[config.mk]
export PLATFORM = sky130hd
export DESIGN_NAME = fwp_packer
export DESIGN_NICKNAME = d
export VERILOG_FILES = /design/src/rtl/fwp_pkg.sv /design/src/rtl/fwp_word_buf.sv /design/src/rtl/fwp_gather.sv /design/src/rtl/fwp_ovh_enc.sv /design/src/rtl/fwp_packer.sv
export SDC_FILE = /design/constraint.sdc
export NUM_CORES = 2
export LEC_CHECK = 0
export BUFFER_PORTS_ARGS = -buffer_cell sky130_fd_sc_hd__buf_2
export CAP_MARGIN = 10
export CORE_ASPECT_RATIO = 1.25
export CORE_MARGIN = 2
export CORE_UTILIZATION = 45
export CTS_CLUSTER_DIAMETER = 80
export DETAILED_ROUTE_END_ITERATION = 10
export REMOVE_ABC_BUFFERS = 1
export SYNTH_ARGS = -nofsm -noshare
export SYNTH_HDL_FRONTEND = slang
export SYNTH_SLANG_ARGS = --single-unit
export TNS_END_PERCENT = 5
[constraint.sdc]
create_clock -name clk -period 4.8 [get_ports clk]
set_input_delay 0.72 -clock clk [delete_from_list [all_inputs] [get_ports clk]]
set_output_delay 0.72 -clock clk [all_outputs]
set_load 0.02 [all_outputs]
[src/rtl/fwp_pkg.sv]
package fwp_pkg;
    localparam int FWP_MAX_BYTES = 256;
    localparam int FWP_LANES     = 4;
    localparam int FWP_BYTE_W    = 8;
    localparam int FWP_OVH_W     = 4;

    typedef enum logic {
        ST_FILL = 1'b0,
        ST_SEND = 1'b1
    } fwp_state_t;
endpackage

[src/rtl/fwp_word_buf.sv]
module fwp_word_buf #(
    parameter int WORD_W = 32,
    parameter int DEPTH  = 64,
    localparam int AW    = $clog2(DEPTH)
) (
    input  logic              clk,
    input  logic              wr_en,
    input  logic [AW-1:0]     wr_addr,
    input  logic [WORD_W-1:0] wr_data,
    input  logic [AW-1:0]     rd_addr,
    output logic [WORD_W-1:0] rd_data
);
    logic [WORD_W-1:0] mem [DEPTH];

    always_ff @(posedge clk) begin
        if (wr_en) begin
            mem[wr_addr] <= wr_data;
        end
    end

    assign rd_data = mem[rd_addr];
endmodule

[src/rtl/fwp_gather.sv]
module fwp_gather #(
    parameter int MAX_BYTES = 256,
    parameter int LANES     = 4,
    parameter int BYTE_W    = 8,
    localparam int WORD_W   = LANES * BYTE_W,
    localparam int LW       = $clog2(LANES),
    localparam int PW       = $clog2(MAX_BYTES / LANES),
    localparam int LEN_W    = PW + LW
) (
    input  logic              clk,
    input  logic              rst_n,
    input  logic              take,
    input  logic [BYTE_W-1:0] byte_in,
    input  logic              last_in,
    output logic              wr_en,
    output logic [PW-1:0]     wr_addr,
    output logic [WORD_W-1:0] wr_data,
    output logic              done,
    output logic [LEN_W-1:0]  len_m1
);
    localparam logic [LW-1:0] LAST_LANE = LW'(LANES - 1);

    logic [WORD_W-1:0] acc;
    logic [LW-1:0]     bidx;
    logic [PW-1:0]     wptr;
    logic [WORD_W-1:0] merged;

    for (genvar g = 0; g < LANES; g++) begin : g_lane
        localparam int HI = WORD_W - 1 - g * BYTE_W;
        assign merged[HI -: BYTE_W] = (bidx == LW'(g)) ? byte_in : acc[HI -: BYTE_W];
    end

    assign len_m1  = {wptr, bidx};
    assign done    = take && (last_in || (len_m1 == {LEN_W{1'b1}}));
    assign wr_en   = take && ((bidx == LAST_LANE) || done);
    assign wr_addr = wptr;
    assign wr_data = merged;

    always_ff @(posedge clk or negedge rst_n) begin
        if (!rst_n) begin
            acc  <= '1;
            bidx <= '0;
            wptr <= '0;
        end else if (take) begin
            acc <= wr_en ? {WORD_W{1'b1}} : merged;
            if (done) begin
                bidx <= '0;
                wptr <= '0;
            end else if (bidx == LAST_LANE) begin
                bidx <= '0;
                wptr <= wptr + 1'b1;
            end else begin
                bidx <= bidx + 1'b1;
            end
        end
    end

    // a write to the top buffer slot always closes the transfer
    a_r1_no_wrap: assert property (@(posedge clk) disable iff (!rst_n)
        (wr_en && (wr_addr == {PW{1'b1}})) |-> done);
endmodule

[src/rtl/fwp_ovh_enc.sv]
module fwp_ovh_enc #(
    parameter int PW    = 6,
    parameter int LEN_W = 8,
    parameter int OVH_W = 4
) (
    input  logic [PW-1:0]    idx,
    input  logic [LEN_W-1:0] len_m1,
    input  logic             sop,
    input  logic             eop,
    input  logic             err,
    output logic [OVH_W-1:0] nib
);
    always_comb begin
        unique case (idx)
            PW'(0):  nib = {1'b1, len_m1[7:5]};
            PW'(1):  nib = {1'b0, len_m1[4:2]};
            PW'(2):  nib = {sop, eop, err, 1'b0};
            PW'(3):  nib = {2'b00, len_m1[1:0]};
            default: nib = '0;
        endcase
    end
endmodule

[src/rtl/fwp_packer.sv]
module fwp_packer
    import fwp_pkg::*;
#(
    parameter int MAX_BYTES = FWP_MAX_BYTES,
    parameter int LANES     = FWP_LANES,
    parameter int BYTE_W    = FWP_BYTE_W,
    parameter int OVH_W     = FWP_OVH_W,
    localparam int WORD_W   = LANES * BYTE_W,
    localparam int OUT_W    = WORD_W + OVH_W,
    localparam int DEPTH    = MAX_BYTES / LANES,
    localparam int PW       = $clog2(DEPTH),
    localparam int LW       = $clog2(LANES),
    localparam int LEN_W    = PW + LW
) (
    input  logic              clk,
    input  logic              rst_n,
    input  logic              in_valid,
    output logic              in_ready,
    input  logic [BYTE_W-1:0] in_byte,
    input  logic              in_last,
    input  logic              in_sop,
    input  logic              in_eop,
    input  logic              in_err,
    output logic              out_valid,
    input  logic              out_ready,
    output logic [OUT_W-1:0]  out_word,
    output logic              out_last
);
    localparam logic [PW-1:0] MIN_LAST = PW'(3);

    fwp_state_t state, state_nx;

    logic              take, g_wr, g_done;
    logic [PW-1:0]     g_addr;
    logic [WORD_W-1:0] g_data, rd_data;
    logic [LEN_W-1:0]  g_len;

    logic [LEN_W-1:0]  len_q;
    logic [PW-1:0]     nlast_q, rptr;
    logic              sop_q, eop_q, err_q;
    logic [PW-1:0]     pw_last, nlast_nx;
    logic [OVH_W-1:0]  nib;
    logic              give;

    assign take = in_valid && in_ready;
    assign give = out_valid && out_ready;

    fwp_gather #(.MAX_BYTES(MAX_BYTES), .LANES(LANES), .BYTE_W(BYTE_W)) i_gather (
        .clk(clk), .rst_n(rst_n), .take(take), .byte_in(in_byte), .last_in(in_last),
        .wr_en(g_wr), .wr_addr(g_addr), .wr_data(g_data), .done(g_done), .len_m1(g_len)
    );

    fwp_word_buf #(.WORD_W(WORD_W), .DEPTH(DEPTH)) i_buf (
        .clk(clk), .wr_en(g_wr), .wr_addr(g_addr), .wr_data(g_data),
        .rd_addr(rptr), .rd_data(rd_data)
    );

    fwp_ovh_enc #(.PW(PW), .LEN_W(LEN_W), .OVH_W(OVH_W)) i_enc (
        .idx(rptr), .len_m1(len_q), .sop(sop_q), .eop(eop_q), .err(err_q), .nib(nib)
    );

    // word count minus one: at least four words, even count
    assign pw_last = g_len[LEN_W-1 -: PW];
    always_comb begin
        if (pw_last < MIN_LAST)  nlast_nx = MIN_LAST;
        else if (pw_last[0])     nlast_nx = pw_last;
        else                     nlast_nx = pw_last + 1'b1;
    end

    always_comb begin
        state_nx = state;
        unique case (state)
            ST_FILL: if (g_done) state_nx = ST_SEND;
            ST_SEND: if (give && out_last) state_nx = ST_FILL;
            default: state_nx = ST_FILL;
        endcase
    end

    always_ff @(posedge clk or negedge rst_n) begin
        if (!rst_n) state <= ST_FILL;
        else        state <= state_nx;
    end

    always_ff @(posedge clk or negedge rst_n) begin
        if (!rst_n) begin
            len_q   <= '0;
            nlast_q <= MIN_LAST;
            rptr    <= '0;
            sop_q   <= 1'b0;
            eop_q   <= 1'b0;
            err_q   <= 1'b0;
        end else if (g_done) begin
            len_q   <= g_len;
            nlast_q <= nlast_nx;
            sop_q   <= in_sop;
            eop_q   <= in_eop;
            err_q   <= in_err;
            rptr    <= '0;
        end else if (give) begin
            rptr <= out_last ? '0 : rptr + 1'b1;
        end
    end

    always_comb begin
        in_ready  = (state == ST_FILL);
        out_valid = (state == ST_SEND);
        out_last  = out_valid && (rptr == nlast_q);
        out_word  = {nib, (rptr <= len_q[LEN_W-1 -: PW]) ? rd_data : {WORD_W{1'b1}}};
    end

    // a stalled word stays put
    a_r11_hold: assert property (@(posedge clk) disable iff (!rst_n)
        (out_valid && !out_ready) |=> (out_valid && $stable(out_word) && $stable(out_last)));
    // the closing byte hands over to the send side
    a_r2_to_send: assert property (@(posedge clk) disable iff (!rst_n)
        (in_valid && in_ready && in_last) |=> (out_valid && !in_ready));
    // taking the final word reopens the input
    a_r2_to_fill: assert property (@(posedge clk) disable iff (!rst_n)
        (out_valid && out_ready && out_last) |=> (in_ready && !out_valid));
    // final word index is odd and at least three
    a_r3_even_min: assert property (@(posedge clk) disable iff (!rst_n)
        (out_valid && out_last) |-> (rptr[0] && (rptr >= MIN_LAST)));
    // first word carries the start flag
    a_r6_start: assert property (@(posedge clk) disable iff (!rst_n)
        (out_valid && (rptr == '0)) |-> out_word[OUT_W-1]);
    // tail nibbles are zero
    a_r10_zero_tail: assert property (@(posedge clk) disable iff (!rst_n)
        (out_valid && (rptr > MIN_LAST)) |-> (out_word[OUT_W-1 -: OVH_W] == '0));
endmodule

==> flow_metrics.py <==
metrics = {
    "drt": {
        "drt_iter0_markers": 4286,
        "via_count": 40200,
        "top_layer": "met5",
        "antenna_left": 0,
        "vias_per_cell": 6.18,
        "route.detailed.drc": 0,
        "wl_met3_um": 15400,
        "wl_met1_um": 86600,
        "routed_wl_um": 217000,
        "avgRoutedWirePerCell_um": 33.3,
        "wl_met2_um": 109000,
        "dr.pass1.iters": 8,
    },
    "clocking": {
        "cts_buffers": 192,
        "clockRootBuffer": "clkbuf_16",
        "clock_sinks": 2111,
        "clk_latency_ns": 0.83,
        "htreeDepth": 4,
        "path_clk_slew_ns": 0.06,
        "cts_hold_buf": 0,
        "clockBufferDepth": 3,
        "tritoncts": "yes",
    },
    "yosys": {
        "synth_cell_types": 61,
        "postSynthAreaPerCell_sq_um": 22.0,
        "synth_fa_ha_area_share_pct": 0.245,
        "synth-edff-count": 2048,
        "synth-simple-area-share_pct": 2.14,
        "synthArstFlopShare_pct": 2.98,
        "ys_ff_latch": 2111,
        "syn_area_sq_um": 81600,
        "synth-xor-area-share_pct": 0.0751,
        "synth_top_family_by_area": "multiplexers",
        "synthMuxAreaShare_pct": 16.1,
        "synthCells": 3711,
        "synth_seq_area_share_pct": 77.3,
        "synth_compound_area_share_pct": 2.75,
        "synth_flop_cell": "edfxtp_1",
        "ys_warn_count": 0,
    },
    "grt": {
        "grt_usage_pct": 23.5,
        "overflow": 0,
        "grt_first_pass_wirelength_um": 305000,
        "antenna_found_initial": 11,
        "grt_pass1_vias": 40500,
        "grt_start_max_net_pins": 77,
    },
    "floorplanning": {
        "start_util_pct": 45.3,
        "die_x_um": 385,
        "die-area_sq_um": 185000,
        "ios": 55,
        "die_h_um": 480,
        "num_rows": 174,
        "core_sq_um": 180000,
    },
    "setup_path": {
        "crit_end": "out_word[28]",
        "reg2reg_to": "i_buf.mem[55][3]",
        "crit_family": "compound AO/OA/AOI/OAI gates",
        "cp_data_arrival_time_ns": 4.16,
        "worstSetupStartpointType": "flip-flop",
        "r2r_start": "i_gather.bidx[0]",
        "required_ns": 4.08,
        "critical_path.slowest_cell": "a211oi_1",
        "startpoint": "rptr[1]",
        "worst-path-max-fanout": 33,
        "path_buf_inv": 2,
        "crit_chain": "and2_1 -> nand2_1 -> buf_4 -> o221ai_1 -> a211oi_1 -> or4_1 -> buf_2",
        "slowest_delay_ns": 1.08,
        "cp_num_cells": 7,
        "cp-end-kind": "primary output",
        "reg2reg_depth": 8,
        "crit_type": "reg -> out",
        "reg2reg_slack_ns": 1.43,
    },
    "place": {
        "post-place-ws_ns": 0.602,
        "place_hpwl_um": 123000,
        "finalWeightedCongestion": 0.805,
        "numPortBuffers": 54,
    },
    "timing": {
        "setup_viol": 1,
        "timing.fmax_ghz": 0.205,
        "layout_min_cycle_time_ns": 4.88,
        "tightest_slew_ns": 1.31,
        "rsz0062_at_grt": "true",
        "setup_slack_ns": -0.0847,
        "relSlewSlack_pct": 12.0,
        "period_share_pct": 102,
        "final.setup_skew_ns": 0.0295,
        "slew_viol_final": 0,
        "finalHoldViolCount": 0,
    },
    "final_layout": {
        "nets": 4003,
        "multi_input_area_sq_um": 18000,
        "drive_gt1_share_pct": 29.0,
        "syn2layout_area_growth_pct": 14.3,
        "final.fill_count": 13900,
        "seq_area_sq_um": 63100,
    },
    "status": {
        "violations": "negative setup slack",
        "outcome": "finished with violations",
    },
    "min_path": {
        "hp-class": "in -> async",
    },
    "power": {
        "ir_worst_vdd_v": 0.000424,
        "power.density_nw_per_um2": 599,
        "p_leak_uw": 0.0287,
        "finalPower_uw": 55900,
    },
    "run": {
        "maxCapViolations": 0,
    },
}
## cells by family after synthesis
family	after synthesis
xor gates and xnor gates	7
DFF	2111
AOI/OAI and AO/OA	300
and+or+nand+nor	368
buffers and inverters	224
adders and majority gates	16
muxes	685
## sequential cells by signal (all words and copies together) (netlist names)
register and flops:
i_gather.wr_addr 6, i_gather.bidx 2, nlast_q 5, eop_q 1, rptr 6, err_q 1
out_valid 1, i_gather.acc 32, len_q 8, sop_q 1, i_buf.mem 2048
## cells in the mapped netlist, drive strengths merged (30+ instances only)
cell       n  area share, %
nand2    106           0.49
buf      120           0.90
dfstp     33            1.1
mux4     495             14
nor2     116           0.53
nand3     39           0.24
clkbuf    87           0.40
o22ai     32           0.25
mux2i    150            1.8
edfxtp  2048             75
a22oi     72           0.66
nand2b    36           0.28
o21ai     33           0.20
mux2      40           0.55
dfrtp     30           0.92
## power by group
part	internal (uW)	switching, uW	total (uW)
combinational	6380	10500	16900
clock	8850	6710	15600
sequential	23200	320	23500
## cells in the final DEF (no fill, tap or decap), types with 40 or more instances in the layout
master / instances
buf_12: 45
clkbuf_16: 201
nor2_4: 64
mux2i_1: 150
edfxtp_1: 2048
nand2_1: 106
clkinv_1: 52
mux2_2: 40
buf_4: 154
nor2_1: 48
a22oi_1: 71
buf_2: 52
mux4_2: 484
## repair_timing
item                       CTS  global route
pin swaps                    1             1
cloned                       0             4
resized for setup           19            12
setup endpoints to repair   30            18
setup buffers                6             1
## through the flow
stage / cells / hold WS [ns] / TNS (ns) / instance area, sq um / utilization (%)
after detailed placement: 6141 / 0.473 / 0 / 86600 / 48.1
after floorplan: 3504 / 0.424 / -842.31 / 80600 / -
after CTS: 6506 / 0.0173 / -0.293 / 93100 / 51.7
after global placement: 6141 / 0.468 / 0 / 86600 / 48.1
final: 6517 / 0.0648 / -0.0847 / 93300 / 51.8
after global routing: 6516 / 0.0899 / -0.123 / 93300 / 51.8
## how the worst min path moves through the flow
stage | start | endpoint | slack (ns) | cells after the start
global route | rst_n | i_gather.bidx[0] | 0.09 | 1
CTS | rst_n | i_gather.bidx[0] | 0.02 | 1
finish | rst_n | i_gather.wr_addr[4] | 0.06 | 1
floorplan | rst_n | eop_q | 0.42 | 0
global placement | err_q | err_q | 0.47 | 2
detailed placement | err_q | err_q | 0.47 | 2
## per-layer routing
metal / global-route usage, % / up-vias
met5: 0 / -
met4: 6.90 / 8
met3: 3.64 / 317
met2: 39.1 / 1623
met1: 32.1 / 22100
li1: - / 16200
## area by class of cell
type,instances,share of cell area (%)
sequential,2111,67.7
tap,2376,3.19
timing repair buffer,273,2.95
clock inverter,122,1.34
clock buffer,237,5.48
multi-input combinational,1376,19.3
inverter,17,0.0684
antenna,5,0.0134
Power figures use the tool's default switching activity.
